<file path="config.mk">
export PLATFORM = sky130hd
export DESIGN_NAME = msm_opstate
export DESIGN_NICKNAME = d
export VERILOG_FILES = /design/src/rtl/msm_pkg.sv /design/src/rtl/msm_cmd_decode.sv /design/src/rtl/msm_state_core.sv /design/src/rtl/msm_trig_reg.sv /design/src/rtl/msm_opstate.sv
export SDC_FILE = /design/constraint.sdc
export NUM_CORES = 1
export LEC_CHECK = 0
export BUFFER_PORTS_ARGS = -buffer_cell sky130_fd_sc_hd__buf_4
export CAP_MARGIN = 40
export CORE_AREA = 5 5 42 44
export CTS_BUF_LIST = sky130_fd_sc_hd__clkbuf_4
export DETAILED_ROUTE_END_ITERATION = 8
export DIE_AREA = 0 0 47 49
export GPL_ROUTABILITY_DRIVEN = 0
export PLACE_DENSITY = 0.72
export SLEW_MARGIN = 20
export SYNTH_ARGS = -nofsm -noshare
export SYNTH_HDL_FRONTEND = slang
export SYNTH_SLANG_ARGS = --single-unit
</file>
<file path="constraint.sdc">
create_clock -name clk -period 1.39 [get_ports clk]
set_clock_uncertainty 0.15 [all_clocks]
set_input_delay 0.278 -clock clk [delete_from_list [all_inputs] [get_ports clk]]
set_output_delay 0.278 -clock clk [all_outputs]
set_load 0.01 [all_outputs]
</file>
<file path="src/rtl/msm_pkg.sv">
package msm_pkg;
  localparam int ST_W   = 3;
  localparam int CMD_W  = 3;
  localparam int TRIG_W = 3;

  typedef enum logic [ST_W-1:0] {
    ST_INIT_MEM = 3'd0,
    ST_CONFIG   = 3'd1,
    ST_CFG_REQ  = 3'd2,
    ST_ACCESS   = 3'd3,
    ST_ACC_REQ  = 3'd4,
    ST_LOW_PWR  = 3'd5,
    ST_LPE_REQ  = 3'd6,
    ST_LPX_REQ  = 3'd7
  } msm_state_e;

  localparam logic [CMD_W-1:0] CMD_INIT   = 3'd0;
  localparam logic [CMD_W-1:0] CMD_CONFIG = 3'd1;
  localparam logic [CMD_W-1:0] CMD_GO     = 3'd2;
  localparam logic [CMD_W-1:0] CMD_SLEEP  = 3'd3;
  localparam logic [CMD_W-1:0] CMD_WAKE   = 3'd4;

  localparam logic [TRIG_W-1:0] TRIG_NONE = 3'd0;
  localparam logic [TRIG_W-1:0] TRIG_HW   = 3'd1;
  localparam logic [TRIG_W-1:0] TRIG_SW   = 3'd2;
endpackage

</file>
<file path="src/rtl/msm_cmd_decode.sv">
module msm_cmd_decode
  import msm_pkg::*;
(
  input  logic              cmd_valid,
  input  logic [CMD_W-1:0]  cmd_code,
  input  msm_state_e        state,
  input  logic [TRIG_W-1:0] trig,
  output logic              do_cfg,
  output logic              do_go,
  output logic              do_sleep,
  output logic              do_wake,
  output logic              do_init
);
  logic in_init, in_cfg, in_acc, in_lp;

  assign in_init = (state == ST_INIT_MEM);
  assign in_cfg  = (state == ST_CONFIG);
  assign in_acc  = (state == ST_ACCESS);
  assign in_lp   = (state == ST_LOW_PWR);

  // Each strobe is the command qualified by the states that accept it.
  always_comb begin
    do_cfg   = 1'b0;
    do_go    = 1'b0;
    do_sleep = 1'b0;
    do_wake  = 1'b0;
    do_init  = 1'b0;
    if (cmd_valid) begin
      unique case (cmd_code)
        CMD_CONFIG: do_cfg   = in_init | in_acc;
        CMD_GO:     do_go    = in_cfg;
        CMD_SLEEP:  do_sleep = in_acc;
        CMD_WAKE:   do_wake  = in_lp & (trig != TRIG_HW);
        CMD_INIT:   do_init  = in_cfg;
        default: ;
      endcase
    end
  end
endmodule

</file>
<file path="src/rtl/msm_state_core.sv">
module msm_state_core
  import msm_pkg::*;
(
  input  logic              clk,
  input  logic              rst_n,
  input  logic              do_cfg,
  input  logic              do_go,
  input  logic              do_sleep,
  input  logic              do_wake,
  input  logic              do_init,
  input  logic              hw_lp_en,
  input  logic              hw_idle,
  input  logic              cfg_ack,
  input  logic              acc_ack,
  input  logic              lpe_ack,
  input  logic              lpx_ack,
  input  logic [TRIG_W-1:0] trig,
  output msm_state_e        state,
  output logic              set_hw,
  output logic              set_sw,
  output logic              clr_trig
);
  msm_state_e nxt;

  always_comb begin
    nxt      = state;
    set_hw   = 1'b0;
    set_sw   = 1'b0;
    clr_trig = 1'b0;
    unique case (state)
      ST_INIT_MEM: if (do_cfg) nxt = ST_CFG_REQ;
      ST_CFG_REQ:  if (cfg_ack) nxt = ST_CONFIG;
      ST_CONFIG: begin
        if (do_go)        nxt = ST_ACC_REQ;
        else if (do_init) nxt = ST_INIT_MEM;
      end
      ST_ACC_REQ:  if (acc_ack) nxt = ST_ACCESS;
      ST_ACCESS: begin
        if (hw_lp_en && hw_idle) begin
          nxt    = ST_LPE_REQ;
          set_hw = 1'b1;
        end else if (do_sleep) begin
          nxt    = ST_LPE_REQ;
          set_sw = 1'b1;
        end else if (do_cfg) begin
          nxt = ST_CFG_REQ;
        end
      end
      ST_LPE_REQ:  if (lpe_ack) nxt = ST_LOW_PWR;
      ST_LOW_PWR: begin
        if (trig == TRIG_HW) begin
          if (!hw_idle) nxt = ST_LPX_REQ;
        end else if (do_wake) begin
          nxt = ST_LPX_REQ;
        end
      end
      ST_LPX_REQ: begin
        if (lpx_ack) begin
          nxt      = ST_ACCESS;
          clr_trig = 1'b1;
        end
      end
      default: nxt = ST_INIT_MEM;
    endcase
  end

  always_ff @(posedge clk) begin
    if (!rst_n) state <= ST_INIT_MEM;
    else        state <= nxt;
  end
endmodule

</file>
<file path="src/rtl/msm_trig_reg.sv">
module msm_trig_reg
  import msm_pkg::*;
(
  input  logic              clk,
  input  logic              rst_n,
  input  logic              set_hw,
  input  logic              set_sw,
  input  logic              clr_trig,
  output logic [TRIG_W-1:0] trig
);
  always_ff @(posedge clk) begin
    if (!rst_n)        trig <= TRIG_NONE;
    else if (set_hw)   trig <= TRIG_HW;
    else if (set_sw)   trig <= TRIG_SW;
    else if (clr_trig) trig <= TRIG_NONE;
  end
endmodule

</file>
<file path="src/rtl/msm_opstate.sv">
module msm_opstate
  import msm_pkg::*;
#(
  parameter int N_REQ  = 4,
  localparam int STAT_W = ST_W + 1 + TRIG_W
) (
  input  logic              clk,
  input  logic              rst_n,
  input  logic              cmd_valid,
  input  logic [CMD_W-1:0]  cmd_code,
  input  logic              hw_lp_en,
  input  logic              hw_idle,
  input  logic              cfg_ack,
  input  logic              acc_ack,
  input  logic              lpe_ack,
  input  logic              lpx_ack,
  output logic              cfg_req,
  output logic              acc_req,
  output logic              lpe_req,
  output logic              lpx_req,
  output logic              user_access_en,
  output logic [STAT_W-1:0] status
);
  msm_state_e        state;
  logic [TRIG_W-1:0] trig;
  logic do_cfg, do_go, do_sleep, do_wake, do_init;
  logic set_hw, set_sw, clr_trig;
  logic [N_REQ-1:0] req_vec;

  msm_cmd_decode u_dec (
    .cmd_valid (cmd_valid),
    .cmd_code  (cmd_code),
    .state     (state),
    .trig      (trig),
    .do_cfg    (do_cfg),
    .do_go     (do_go),
    .do_sleep  (do_sleep),
    .do_wake   (do_wake),
    .do_init   (do_init)
  );

  msm_state_core u_core (
    .clk      (clk),
    .rst_n    (rst_n),
    .do_cfg   (do_cfg),
    .do_go    (do_go),
    .do_sleep (do_sleep),
    .do_wake  (do_wake),
    .do_init  (do_init),
    .hw_lp_en (hw_lp_en),
    .hw_idle  (hw_idle),
    .cfg_ack  (cfg_ack),
    .acc_ack  (acc_ack),
    .lpe_ack  (lpe_ack),
    .lpx_ack  (lpx_ack),
    .trig     (trig),
    .state    (state),
    .set_hw   (set_hw),
    .set_sw   (set_sw),
    .clr_trig (clr_trig)
  );

  msm_trig_reg u_trig (
    .clk      (clk),
    .rst_n    (rst_n),
    .set_hw   (set_hw),
    .set_sw   (set_sw),
    .clr_trig (clr_trig),
    .trig     (trig)
  );

  // Request outputs: one per transient state, in the order cfg, acc, lpe, lpx.
  localparam msm_state_e REQ_ST [N_REQ] = '{ST_CFG_REQ, ST_ACC_REQ, ST_LPE_REQ, ST_LPX_REQ};
  for (genvar g = 0; g < N_REQ; g++) begin : g_req
    assign req_vec[g] = (state == REQ_ST[g]);
  end
  assign cfg_req = req_vec[0];
  assign acc_req = req_vec[1];
  assign lpe_req = req_vec[2];
  assign lpx_req = req_vec[3];

  assign user_access_en = (state == ST_ACCESS);
  assign status = {(state == ST_LOW_PWR) ? trig : TRIG_NONE, 1'b0, state};
endmodule

</file>
Word-level counts from Yosys, hierarchy flattened

Index checks and enable logic that the tools add are counted.

Word-level logic and storage cells: 67
Flip-flop bits (word level): 5

Reduce and logical (&&, ||, !) cells: 7
Muxes and demuxes: 34
Eq/ne operators: 20
Bitwise gates (word level): 3

Operator list:

| operator                                                        | number |
|---|---|
| 3-bit two-way mux                                               | 12 |
| 3-bit one-hot mux with 8 select lines                           | 1 |
| 1-bit two-way mux                                               | 18 |
| 3-bit == test, second input constant                            | 5 |
| 3-bit by 2-bit == test with 1-bit output, second input constant | 4 |
| 2-bit != test, second input constant                            | 4 |
| 7-bit AND reduction                                             | 1 |
| 3-bit by 1-bit == test with 1-bit output, second input constant | 2 |
| 3-bit zero test                                                 | 2 |
| 2-bit two-way mux                                               | 3 |
| 3-bit != test, second input constant                            | 2 |
| 3-bit by 2-bit != test with 1-bit output, second input constant | 1 |
| 3-bit nonzero test                                              | 1 |
| 2-bit by 1-bit == test with 1-bit output, second input constant | 1 |
| 2-bit by 1-bit != test with 1-bit output, second input constant | 1 |
| 2-bit nonzero test                                              | 1 |
| 2-bit OR reduction                                              | 1 |
| 1-bit bitwise AND                                               | 1 |
| 1-bit logical AND                                               | 1 |
| 1-bit NOT                                                       | 1 |
| 1-bit bitwise OR                                                | 1 |

Depth between registers and ports, before layout

Word-level depth: 8
Depth in mapped cells: 6
Gate-level depth less buffers: 5

Cells and area by module

A second synthesis with hierarchy kept.

Cells, all modules: 73
Area total of the unflattened synthesis: 568.0 um2

Modules (own cells, without submodules):

| module         | times used | area each (um2) | sequential area each (um2) | cells each |
|---|---|---|---|---|
| msm_state_core | 1          | 307.8           | 60.1                       | 41 |
| msm_trig_reg   | 1          | 91.3            | 40.0                       | 9 |
| msm_cmd_decode | 1          | 85.1            | 0.0                        | 13 |
| msm_opstate    | 1          | 83.8            | 0.0                        | 10 |

Least setup slack after synthesis

Ideal clock, no wire load.

Kind: reg-to-reg
Start point: register u_core.state[0]
End point: register u_core.state[1]
Data arrival time: 1.199 ns
Stages on the path, launching flop included: 7
Setup slack: -0.084 ns
Required time: 1.115 ns
Library setup time: 0.125 ns
Period minus slack after synthesis: 1.474 ns
Cells stage by stage: dfxtp_1 buf_2 inv_1 nor3_1 a211oi_2 o311ai_1 a21boi_1

Word-level cells in the longest chain between the ends: 8

Ends and longest elaborated chain:

| item                                                                        | line                                                             | source |
|---|---|---|
| from (decl)                                                                 | msm_state_core.sv:18                                             | `output msm_state_e state,` |
| from (signal assigned)                                                      | msm_state_core.sv:69                                             | `else state <= nxt;` |
| 3-bit by 2-bit == test with 1-bit output or 3-bit zero test (tied branches) | msm_cmd_decode.sv:18, msm_state_core.sv:30, msm_cmd_decode.sv:16 |  |
| 1-bit bitwise OR                                                            | msm_cmd_decode.sv:30                                             | `CMD_CONFIG: do_cfg = in_init \| in_acc;` |
| 1-bit two-way mux                                                           | msm_cmd_decode.sv:29                                             | `unique case (cmd_code)` |
| 1-bit two-way mux                                                           | msm_cmd_decode.sv:28                                             | `if (cmd_valid) begin` |
| 3-bit two-way mux                                                           | n/a                                                              |  |
| 3-bit two-way mux                                                           | msm_state_core.sv:42                                             | `end else if (do_sleep) begin` |
| 3-bit two-way mux                                                           | msm_state_core.sv:39                                             | `if (hw_lp_en && hw_idle) begin` |
| 3-bit one-hot mux with 8 select lines                                       | msm_state_core.sv:30                                             | `unique case (state)` |

Parallel ways exist; a longest one is shown, timed or not.
A chain may end at the register's enable or synchronous reset.

Worst setup path in the final report

Start point: register u_core.state[1]
End point: output acc_req

Word-level cells in the longest chain between the ends: 1

Ends and longest elaborated chain:

| item          | line              | source |
|---|---|---|
| 3-bit == test | msm_opstate.sv:75 | `assign req_vec[g] = (state == REQ_ST[g]);` |
| to (decl)     | msm_opstate.sv:18 | `output logic acc_req,` |

Every way passes these cells.

==> run metrics <==
Worst R2R Setup Slack -180 ps; Static Leak 0.380 nW; number of cells on the worst hold path 3; die area 2300 um2; Layout area overhead 91.0%; proportion of register bits with asynchronous set or reset after synthesis 0%; global routing usage on met3 5.90%; status finished with violations; GR peak layer met2; post-detail-place hpwl 1100 um; clock tree from TritonCTS done; number of placed cells counting well taps 106; setup repair after global routing missed its margin true; row count 14; number of global-route vias before repair 557; via/cell ratio 5.22; VDD IR max 414 uV; num ports 24; leading cell type in the layout, fill and taps excluded sky130_fd_sc_hd__buf_4; leading area contributor after synthesis sky130_fd_sc_hd__dfxtp_1; Reg2Reg Launch Point u_core.state[2]; global routing met2 resource utilization 21.3%; cell family with the largest share of critical-path delay flip-flops; count of placed standard cells in the final layout, fillers left out 115; Synth top area share 21.8%; setup slack of the critical path after layout -222 ps; number of input and output port buffers inserted 21; worst hold path type in -> reg; summed instance area of the synthesized netlist 459 um2; number of synthesized flops with an enable pin 0; Hold Fails Final Rpt 0; GRT Overall Usage 13.8%; # Max-Cap Violations 0; number of H-tree branching levels 1; height of the die 49 um; met1 usage 17.6%; failing checks negative setup slack; share of post-route cells with drive strength above 1 61.6%; number of buffers on the longest clock path 2; Post-CTS Hold Fix Bufs 0; post-route fraction of the period consumed by the critical path 116%; highest net fanout along the worst path 5; average size of a mapped cell 7.17 um2; post-synthesis sequential area ratio 21.8%; CP most frequent cell sky130_fd_sc_hd__buf_6; final setup violation count 10; number of nets in the layout 112; number of antenna diodes 0; max incr delay on CP 370 ps; cell types occupying the most area after synthesis sky130_fd_sc_hd__dfxtp_1 22%, sky130_fd_sc_hd__nand2_1 9.0%, sky130_fd_sc_hd__a21oi_1 5.4%; post-synthesis cell type count 32; power density normalized to cell area 504 nW/um2; number of clock buffers inserted by TritonCTS 3; wire length of the first global-routing pass 2370 um; synthesized flop and latch total 5; clock input transition at the sequential cells of the worst setup and hold paths 50 ps; wire length per cell 13.7 um; warning count from the yosys run 0; highest attainable clock frequency 0.620 GHz; Die W 47 um; worst hold path startpoint rst_n; max-slew violation total from the final report 0; core footprint 1400 um2; maximum number of pins on one net before global-route repair 9; antenna violations before repair 0; worst hold path endpoint u_trig.trig[1]; cells traversed along the worst timing path or2b_1 -> buf_6 -> nor2_4 -> buf_6; type of origin of the critical path flop; buffers plus inverters on the worst setup path 2; top library cells by usage in the layout, fill and taps aside 29 x sky130_fd_sc_hd__buf_4, 9 x sky130_fd_sc_hd__nand2_1, 6 x sky130_fd_sc_hd__buf_6; Clock Tree Root sky130_fd_sc_hd__clkbuf_4; drt pass-1 iters 4; pre-CTS setup slack -81.2 ps; Clock Latency Late Sink 260 ps; worst setup path class reg -> out; endpoint of the worst register-to-register path u_core.state[1]; drt first-iter violations 12; dominant synthesized flop cell sky130_fd_sc_hd__dfxtp_1; depth of the worst register-to-register path 6; sort of element at the end of the critical path output port; number of clock sinks seen by CTS 5; number of nets with antenna violations after routing 0; starting utilization of the core area 32.8%; arrival time reported for the critical path endpoint 1180 ps; cell count after synthesis 64; DRT Wirelength 1580 um; post-detailed-route DRC marker count 0; number of vias after detailed routing 600; clock period minus worst slack 1610 ps; grt total ovfl 0; cell with the biggest individual delay on the critical path sky130_fd_sc_hd__dfxtp_4; required arrival time at the worst endpoint 960 ps
state kept, by name, summed over array words and instances, names as in the netlist:
signal	cells
u_core.state	3
u_trig.trig	2
tightest hold or removal path, delay by kind of cell:
kind,cells,cell delay (ps)
AOI/OAI and AO/OA,1,30
buffers and inverters,1,130
and+or+nand+nor,1,50
report_power, final:
| part | total, mW | internal, mW | switching, mW |
|---|---|---|---|
| Clock | 0.198 | 0.129 | 0.0698 |
| Sequential | 0.146 | 0.141 | 0.00459 |
| Combinational | 0.0978 | 0.0520 | 0.0458 |
through the flow:
step                      hold WS [ps]  util, %  total power [mW]  area [um2]  setup TNS, ps
after global routing               144     62.6             0.460         877          -1720
after detailed placement           326     48.6             0.231         681           -134
final                              143     62.6             0.442         877          -1180
after CTS                          141     56.3             0.427         788          -1050
after floorplan                    244        -             0.186         474          -36.9
after global placement             306     48.6             0.231         681          -97.7
metal layers:
| layer | up-vias | part of all wire (%) | wire length (um) |
|---|---|---|---|
| met3 | 2 | 8.4 | 132 |
| met4 | 0 | 0.89 | 14 |
| met5 | - | 0 | 0 |
| met2 | 21 | 52 | 822 |
| met1 | 281 | 39 | 608 |
| li1 | 296 | - | - |
final cells by class:
| class | count | area [um2] |
|---|---|---|
| flip-flops and latches | 5 | 111 |
| inverters | 2 | 10.0 |
| fillers | 126 | 524 |
| well taps | 16 | 20.0 |
| clock buffers | 4 | 30.0 |
| repair buffers | 35 | 285 |
| multi-input cells | 53 | 420 |
synthesized netlist by cell type, types with 2 or more instances:
library cell	number
sky130_fd_sc_hd__nand2_1	11
sky130_fd_sc_hd__nor2_1	5
sky130_fd_sc_hd__and3_1	2
sky130_fd_sc_hd__buf_4	2
sky130_fd_sc_hd__dfxtp_1	5
sky130_fd_sc_hd__nor3_1	2
sky130_fd_sc_hd__buf_2	2
sky130_fd_sc_hd__inv_1	2
sky130_fd_sc_hd__nand3_1	2
sky130_fd_sc_hd__nor2b_1	3
sky130_fd_sc_hd__o21ai_0	3
sky130_fd_sc_hd__a21oi_1	5
worst max path at each step:
stage	startpoint	cells after the start	to
2_1_floorplan	u_core.state[2]	6	u_core.state[1]
3_3_place_gp	cmd_code[0]	6	u_core.state[1]
3_5_place_dp	cmd_code[0]	5	u_core.state[2]
4_1_cts	u_core.state[2]	4	acc_req
5_1_grt	u_core.state[2]	4	acc_req
6_report	u_core.state[1]	4	acc_req
cell families (layout without fill, tap and decap cells):
family / count (synthesis) / count (layout) / synth area share (%)
compound gates: 17 / 17 / 27.0
flops: 5 / 5 / 21.8
mux: 1 / 1 / 2.18
simple gates: 33 / 33 / 38.7
buf+inv: 7 / 41 / 9.54
other cells: 1 / 2 / 0.817
timing repair:
| action | in CTS | in global routing |
|---|---|---|
| pin swaps | 3 | 4 |
| resized for setup | 14 | 19 |
| setup endpoints to repair | 9 | 12 |
| endpoints found under the hold margin | 0 | 0 |
| buffers inserted | 3 | 2 |
Power figures use the tool's default switching activity.
